===== src/rtl/pcu_pkg.sv =====
package pcu_pkg;
   typedef enum logic [1:0] {
      STEP_HOLD  = 2'd0,
      STEP_UP    = 2'd1,
      STEP_DOWN  = 2'd2,
      STEP_HOLD3 = 2'd3
   } step_code_e;

   typedef enum logic [1:0] {
      MOD_KEEP  = 2'd0,
      MOD_FLIP  = 2'd1,
      MOD_BLOCK = 2'd2,
      MOD_BLK3  = 2'd3
   } mod_code_e;
endpackage


===== src/rtl/pcu_input_cond.sv =====
module pcu_input_cond #(
   parameter int THR_W = 10
) (
   input  logic             clk,
   input  logic             rst_n,
   input  logic             raw,
   input  logic             inv,
   input  logic             filt_en,
   input  logic [THR_W-1:0] filt_thr,
   output logic             clean
);
   logic             s1_q, s2_q, held_q;
   logic [THR_W-1:0] run_q;

   // inversion ahead of the two synchronizer flops
   always_ff @(posedge clk or negedge rst_n) begin
      if (!rst_n) begin
         s1_q <= 1'b0;
         s2_q <= 1'b0;
      end else begin
         s1_q <= raw ^ inv;
         s2_q <= s1_q;
      end
   end

   // accept a new level only after it has persisted filt_thr cycles
   always_ff @(posedge clk or negedge rst_n) begin
      if (!rst_n) begin
         held_q <= 1'b0;
         run_q  <= '0;
      end else if (!filt_en) begin
         held_q <= s2_q;
         run_q  <= '0;
      end else if (s2_q == held_q) begin
         run_q  <= '0;
      end else if (({1'b0, run_q} + 1'b1) >= {1'b0, filt_thr}) begin
         held_q <= s2_q;
         run_q  <= '0;
      end else begin
         run_q  <= run_q + 1'b1;
      end
   end

   assign clean = filt_en ? held_q : s2_q;
endmodule


===== src/rtl/pcu_channel.sv =====
module pcu_channel
   import pcu_pkg::*;
(
   input  logic       clk,
   input  logic       rst_n,
   input  logic       sig_c,
   input  logic       ctl_c,
   input  logic [1:0] rise_code,
   input  logic [1:0] fall_code,
   input  logic [1:0] lo_code,
   input  logic [1:0] hi_code,
   output logic [1:0] step
);
   logic       prev_q;
   logic       rise, fall;
   step_code_e act;
   mod_code_e  modc;
   logic [1:0] base;

   always_ff @(posedge clk or negedge rst_n) begin
      if (!rst_n) prev_q <= 1'b0;
      else        prev_q <= sig_c;
   end

   assign rise = sig_c & ~prev_q;
   assign fall = ~sig_c & prev_q;

   always_comb begin
      if (rise)      act = step_code_e'(rise_code);
      else if (fall) act = step_code_e'(fall_code);
      else           act = STEP_HOLD;
      modc = mod_code_e'(ctl_c ? hi_code : lo_code);
      case (act)
         STEP_UP:   base = 2'b01;
         STEP_DOWN: base = 2'b11;
         default:   base = 2'b00;
      endcase
      case (modc)
         MOD_KEEP: step = base;
         MOD_FLIP: step = 2'b00 - base;
         default:  step = 2'b00;
      endcase
   end
endmodule


===== src/rtl/pulse_count_unit.sv =====
module pulse_count_unit #(
   parameter int N_CH  = 2,
   parameter int CNT_W = 16,
   parameter int THR_W = 10
) (
   input  logic               clk,
   input  logic               rst_n,
   input  logic [N_CH-1:0]    sig_in,
   input  logic [N_CH-1:0]    ctl_in,
   input  logic [N_CH-1:0]    sig_inv,
   input  logic [N_CH-1:0]    ctl_inv,
   input  logic [2*N_CH-1:0]  rise_step,
   input  logic [2*N_CH-1:0]  fall_step,
   input  logic [2*N_CH-1:0]  mod_lo,
   input  logic [2*N_CH-1:0]  mod_hi,
   input  logic               filt_en,
   input  logic [THR_W-1:0]   filt_thr,
   input  logic [CNT_W-1:0]   lim_lo,
   input  logic [CNT_W-1:0]   lim_hi,
   input  logic               pause,
   input  logic               clr,
   output logic [CNT_W-1:0]   count,
   output logic               limit_hit
);
   localparam int SUM_W = $clog2(N_CH + 1) + 2;
   localparam int EXT_W = CNT_W + 1;

   if (N_CH < 1)            begin : g_bad_ch  $error("N_CH must be at least 1"); end
   if (CNT_W < 4)           begin : g_bad_cnt $error("CNT_W must be at least 4"); end
   if (THR_W < 1)           begin : g_bad_thr $error("THR_W must be at least 1"); end
   if (EXT_W <= SUM_W)      begin : g_bad_sum $error("CNT_W too small for N_CH"); end

   logic [1:0] step [N_CH];

   for (genvar i = 0; i < N_CH; i++) begin : g_ch
      logic sig_c, ctl_c;
      pcu_input_cond #(.THR_W(THR_W)) u_sig (
         .clk(clk), .rst_n(rst_n), .raw(sig_in[i]), .inv(sig_inv[i]),
         .filt_en(filt_en), .filt_thr(filt_thr), .clean(sig_c));
      pcu_input_cond #(.THR_W(THR_W)) u_ctl (
         .clk(clk), .rst_n(rst_n), .raw(ctl_in[i]), .inv(ctl_inv[i]),
         .filt_en(filt_en), .filt_thr(filt_thr), .clean(ctl_c));
      pcu_channel u_chan (
         .clk(clk), .rst_n(rst_n), .sig_c(sig_c), .ctl_c(ctl_c),
         .rise_code(rise_step[2*i +: 2]), .fall_code(fall_step[2*i +: 2]),
         .lo_code(mod_lo[2*i +: 2]), .hi_code(mod_hi[2*i +: 2]),
         .step(step[i]));
   end

   logic signed [SUM_W-1:0] sum;
   logic signed [EXT_W-1:0] nxt, lo_x, hi_x;
   logic [CNT_W-1:0]        cnt_q;
   logic                    hit_q;

   always_comb begin
      sum = '0;
      for (int i = 0; i < N_CH; i++)
         sum = sum + {{(SUM_W-2){step[i][1]}}, step[i]};
   end

   assign nxt  = {cnt_q[CNT_W-1], cnt_q} + {{(EXT_W-SUM_W){sum[SUM_W-1]}}, sum};
   assign lo_x = {lim_lo[CNT_W-1], lim_lo};
   assign hi_x = {lim_hi[CNT_W-1], lim_hi};

   always_ff @(posedge clk or negedge rst_n) begin
      if (!rst_n) begin
         cnt_q <= '0;
         hit_q <= 1'b0;
      end else begin
         hit_q <= 1'b0;
         if (clr) begin
            cnt_q <= '0;
         end else if (!pause && sum != '0) begin
            if (nxt >= hi_x || nxt <= lo_x) begin
               cnt_q <= '0;
               hit_q <= 1'b1;
            end else begin
               cnt_q <= nxt[CNT_W-1:0];
            end
         end
      end
   end

   assign count     = cnt_q;
   assign limit_hit = hit_q;
endmodule


===== config.mk =====
export PLATFORM = sky130hd
export DESIGN_NAME = pulse_count_unit
export DESIGN_NICKNAME = d
export VERILOG_FILES = /design/src/rtl/pcu_pkg.sv /design/src/rtl/pcu_input_cond.sv /design/src/rtl/pcu_channel.sv /design/src/rtl/pulse_count_unit.sv
export SDC_FILE = /design/constraint.sdc
export NUM_CORES = 1
export LEC_CHECK = 0
export ABC_AREA = 1
export BUFFER_PORTS_ARGS = -buffer_cell sky130_fd_sc_hd__buf_2
export CORE_ASPECT_RATIO = 0.8
export CORE_MARGIN = 1
export CORE_UTILIZATION = 44
export DETAILED_ROUTE_END_ITERATION = 7
export PLACE_DENSITY = 0.73
export SLEW_MARGIN = 15
export SYNTH_ARGS = -nofsm -noshare
export SYNTH_HDL_FRONTEND = slang
export SYNTH_HIERARCHICAL = 1
export SYNTH_SLANG_ARGS = --single-unit

===== constraint.sdc =====
create_clock -name clk -period 8.28 [get_ports clk]
set_clock_uncertainty 0.2 [all_clocks]
set_input_delay 1.656 -clock clk [delete_from_list [all_inputs] [get_ports clk]]
set_output_delay 1.656 -clock clk [all_outputs]
set_load 0.01 [all_outputs]

==> After elaboration in Yosys (flattened, before gate mapping) <==
Index checks and enable logic that the tools add are counted.
{ "word_totals": {"ff_bits": 71, "wordCells": 123} }
{ "op_classes": {"n_addsub": 12, "magnitude_cmp": 6, "n_eq_ne": 18, "muxes": 44, "bitwise": 12, "reduce_logical": 11} }
{ "ops": {"columns": ["cell", "count"], "rows": [
  ["$mux W10", 12],
  ["$mux W16", 3],
  ["$add A10 B1 Y11 const B", 4],
  ["$ge A11 B10 Y1", 4],
  ["$add A10 B1 Y10 const B", 4],
  ["$mux W1", 19],
  ["$add A16 B3 Y17", 1],
  ["$ge A17 B16 Y1", 1],
  ["$le A17 B16 Y1", 1],
  ["$pmux W2 S2", 4],
  ["$mux W2", 6],
  ["$eq A2 B1 Y1 const B", 4],
  ["$ne A2 B1 Y1 const B", 4],
  ["$ne A2 B2 Y1 const B", 4],
  ["$reduce_and A2 Y1", 4],
  ["$and A1 B1 Y1", 4],
  ["$eq A1 B1 Y1", 4],
  ["$eq A2 B2 Y1 const B", 2],
  ["$logic_not A2 Y1", 2],
  ["$not A1 Y1", 4],
  ["$reduce_bool A4 Y1", 1],
  ["$sub A1 B2 Y2 const A", 2],
  ["$xor A1 B1 Y1", 4],
  ["$add A2 B2 Y3", 1],
  ["4 further kinds", 4]
]} }

==> Longest topological paths before layout <==
{ "depth": {"word_depth": 16, "depth_mapped": 35, "ltp_nobuf": 34} }

==> Hierarchy <==
The synthesis kept the hierarchy.
{ "modules_own_cells": {"columns": ["mod", "n_inst", "cells_each", "area_each_um2", "seq_area_each_um2"], "rows": [
  ["pcu_input_cond", 4, 127, 928.4, 325.3],
  ["pulse_count_unit", 1, 395, 2576.2, 425.4],
  ["pcu_channel", 2, 28, 160.2, 25.0]
]} }

==> Least setup slack after synthesis <==
No wires, ideal clock.
{ "synth_timing": {"path_type": "input to register", "from": "input filt_en", "to": "register cnt_q[7] (netlist: count[7])", "setup_ns": 0.118, "t_arrival_ns": 5.672, "t_required_ns": 7.962, "slack_ns": 2.290, "path_stages": 30, "n_path_buf": 1, "path_cell_list": "mux2_2 > inv_1 > nand3_1 > o21ai_2 > inv_1 > ha_1 > a21oi_1 > ha_1 > inv_1 > fa_1 > ha_1 > nand3_1 > nand2_1 > nand2_1 > nand2_1 > nand3_1 > nand2_1 > nand2_1 > a22oi_1 > inv_1 > ha_1 > a21oi_1 > o21ai_0 > nor2_1 > nand3_1 > nand2_1 > nand2_2 > buf_6 > nand4_1 > nand2_1"} }
{ "synth_rtl": {"columns": ["item", "line_no", "rtl"], "rows": [
  ["start: declaration", "pulse_count_unit.sv:16", "input logic filt_en,"],
  ["end signal: assignment", "pulse_count_unit.sv:78", "cnt_q <= nxt[CNT_W-1:0];"],
  ["end: declaration", "pulse_count_unit.sv:52", "logic [CNT_W-1:0] cnt_q;"]
]} }

==> flow_summary.toml <==
[logic_synthesis]
synthesis.nets = 1132
synth_seq_cells = 71
ys_warn_count = 6
ys.flop_type = "dfrtp_1"
synthCells = 959
yosysSeqAreaShare_pct = 26.9
yosysTopAreaCellShare_pct = 26.9
yosys.area.top_type = "dfrtp_1"
ys_types = 34
netlist_area_um2 = 6610
synthTopCellsByArea = "dfrtp_1, ha_1, nand2_1, inv_1, nor2_1"
syn_avg_cell_area_um2 = 6.89
synth-async-reset-ratio_pct = 100
synth_edf_count = 0

[drt]
first_pass_iters = 8
ant_nets = 0
viasPerCell = 4.78
first_iter_violations = 251
drc_errors = 3
wire_per_inst_um = 12.1
vias = 5941
wl_um = 15000

[grt]
grt_pass1_vias = 5703
overflow = 0
grt_max_degree = 72
grt_pass1_wl_um = 26200
track_usage_pct = 21.0
antenna_found_initial = 0

[worst_setup_path]
critPathArrivalTime_ns = 6.66
crit_slowest_cell = "fa_1"
worstPathRequired_ns = 8.36
critPathBufInv = 5
endpoint_kind = "flop"
max_stage_delay_ns = 0.65
crit_path_max_fanout = 17
r2r_cells = 28
startpoint_type = "input pin"
critical_path_class = "in2reg"
path_depth = 29
crit_family = "adder cells"
path_common_cell = "nand2_1"

[die]
die_x_um = 139
coreArea_um2 = 14500
start_util_pct = 45.6
rows = 39
die-area_um2 = 15500
die_h_um = 112
ioPinCount = 88

[sta]
fmax_ghz = 0.152
finalCritPeriodShare_pct = 79.5
final_critical_path_setup_slack_ns = 1.69
slew_viol_final = 0
finalHoldViolCount = 0
fin_tns_setup_ns = 0
tightest_slew_ns = 1.18
rsz0062_at_grt = "no"
finalSetupViolCount = 0
hold_ws_ns = 0.148
slew_headroom_pct = 20.9
period_minus_slack_ns = 6.59

[pwr]
vdd_drop_max_mv = 0.0932
p_leak_nw = 4.72
totalPowerFinal_w = 0.00133
power_density_nw_per_um2 = 176

[clock_tree]
cts_htree_levels = 3
ctsHoldBuffers = 0
clock_latency_ns = 0.34
postCtsSetupRepairBufs = 0
numClockSinks = 71
clk_path_buf_depth = 2
cts-resized-gates = 0
cts_tree = "done"
numCtsBuffers = 9
cts_root_buf = "clkbuf_16"
path_clk_slew_ns = 0.06

[placed_design]
hpwl_um = 12100
post-place-ws_ns = 1.34
gp_congestion = 0.896
port_buffers = 87

[cells_and_area]
final_common_cell = "nand2_1"
area_growth_pct = 14.6
fillers = 1378
nets = 1226
fin_util_pct = 52.3
layout_common_cells = "nand2_1, inv_1, ha_1, buf_2, nor2_1"
drive_gt1_share_pct = 12.9
diodes = 0

[run_status]
violations = "DRC"
status = "complete, but fails checks"

[worst_hold_path]
hp-class = "reg2reg"
whs_path_depth = 0

[run]
cap_violations = 0
==> where the power goes <==
group | internal, W | leakage [nW] | switching [W] | total (W)
Sequential | 0.000367 | 0.957 | 0.0000212 | 0.000389
Combinational | 0.000177 | 3.61 | 0.000337 | 0.000514
Clock | 0.000267 | 0.157 | 0.000162 | 0.000429
==> worst paths after layout <==
kind / from / endpoint / slack (ns)
min in group asynchronous: rst_n / g_ch[1].u_ctl/run_q[1] / 1.26
max in group asynchronous: rst_n / g_ch[1].u_ctl/run_q[4] / 6.00
worst min-delay path: g_ch[0].u_ctl/s1_q / g_ch[0].u_ctl/s2_q / 0.15
worst max-delay path: filt_en / count[15] / 1.69
worst max register to register: g_ch[1].u_sig/s2_q / count[15] / 2.88
worst min register to register: g_ch[0].u_ctl/s1_q / g_ch[0].u_ctl/s2_q / 0.15
==> layout make-up <==
cell class              instances  area, µm²  area share [%]
multi-input cells             665       3980            52.5
flip-flops and latches         71       1780            23.5
inverters                     219        822            10.9
repair buffers                 87        438            5.78
well taps                     184        230            3.04
clock buffers                   9        225            2.97
clock inverters                 7        103            1.35
==> cells by family after synthesis <==
logic type,Yosys count,share of synthesized area (%)
buffers and inverters,223,12.9
adder cells (fa/ha/maj),102,19.5
AO/OA/AOI/OAI,69,6.00
multiplexers,4,0.681
AND/OR/NAND/NOR,463,30.4
flip-flops,71,26.9
XOR/XNOR,27,3.58
==> synthesized netlist by cell type, drive strengths merged (2+ instances only) <==
master    n
xor2     26
nand4    26
o21ai    19
nand2   273
mux2      4
fa        2
dfrtp    71
nor2     89
o21bai    5
inv     219
a21oi    39
nand3    57
and3      4
nor3     12
a21o      2
ha      100
buf       3
==> sequential cells by signal, summed over array words and instances (netlist names) <==
register / count
limit_hit: 1
g_ch.u_ctl/run_q: 20
g_ch.u_sig/run_q: 20
g_ch.u_ctl/held_q: 2
g_ch.u_sig/s2_q: 2
g_ch.u_ctl/s1_q: 2
g_ch.u_sig/held_q: 2
g_ch.u_chan/prev_q: 2
g_ch.u_ctl/s2_q: 2
count: 16
g_ch.u_sig/s1_q: 2
==> per-stage QoR <==
stage               cell area (µm²)  cells
global placement               7250   1226
floorplan                      6610    959
CTS                            7570   1242
global route                   7570   1242
finish                         7570   1242
detailed placement             7250   1226
==> metal layers <==
layer	share of wire, %	global-route usage [%]	up-vias
met3	4.1	3.61	8
met5	0	0	-
li1	-	-	3189
met2	44	34.8	118
met4	0.77	4.22	0
met1	51	28.7	2626
No activity file was read; power rests on OpenSTA's default activity.
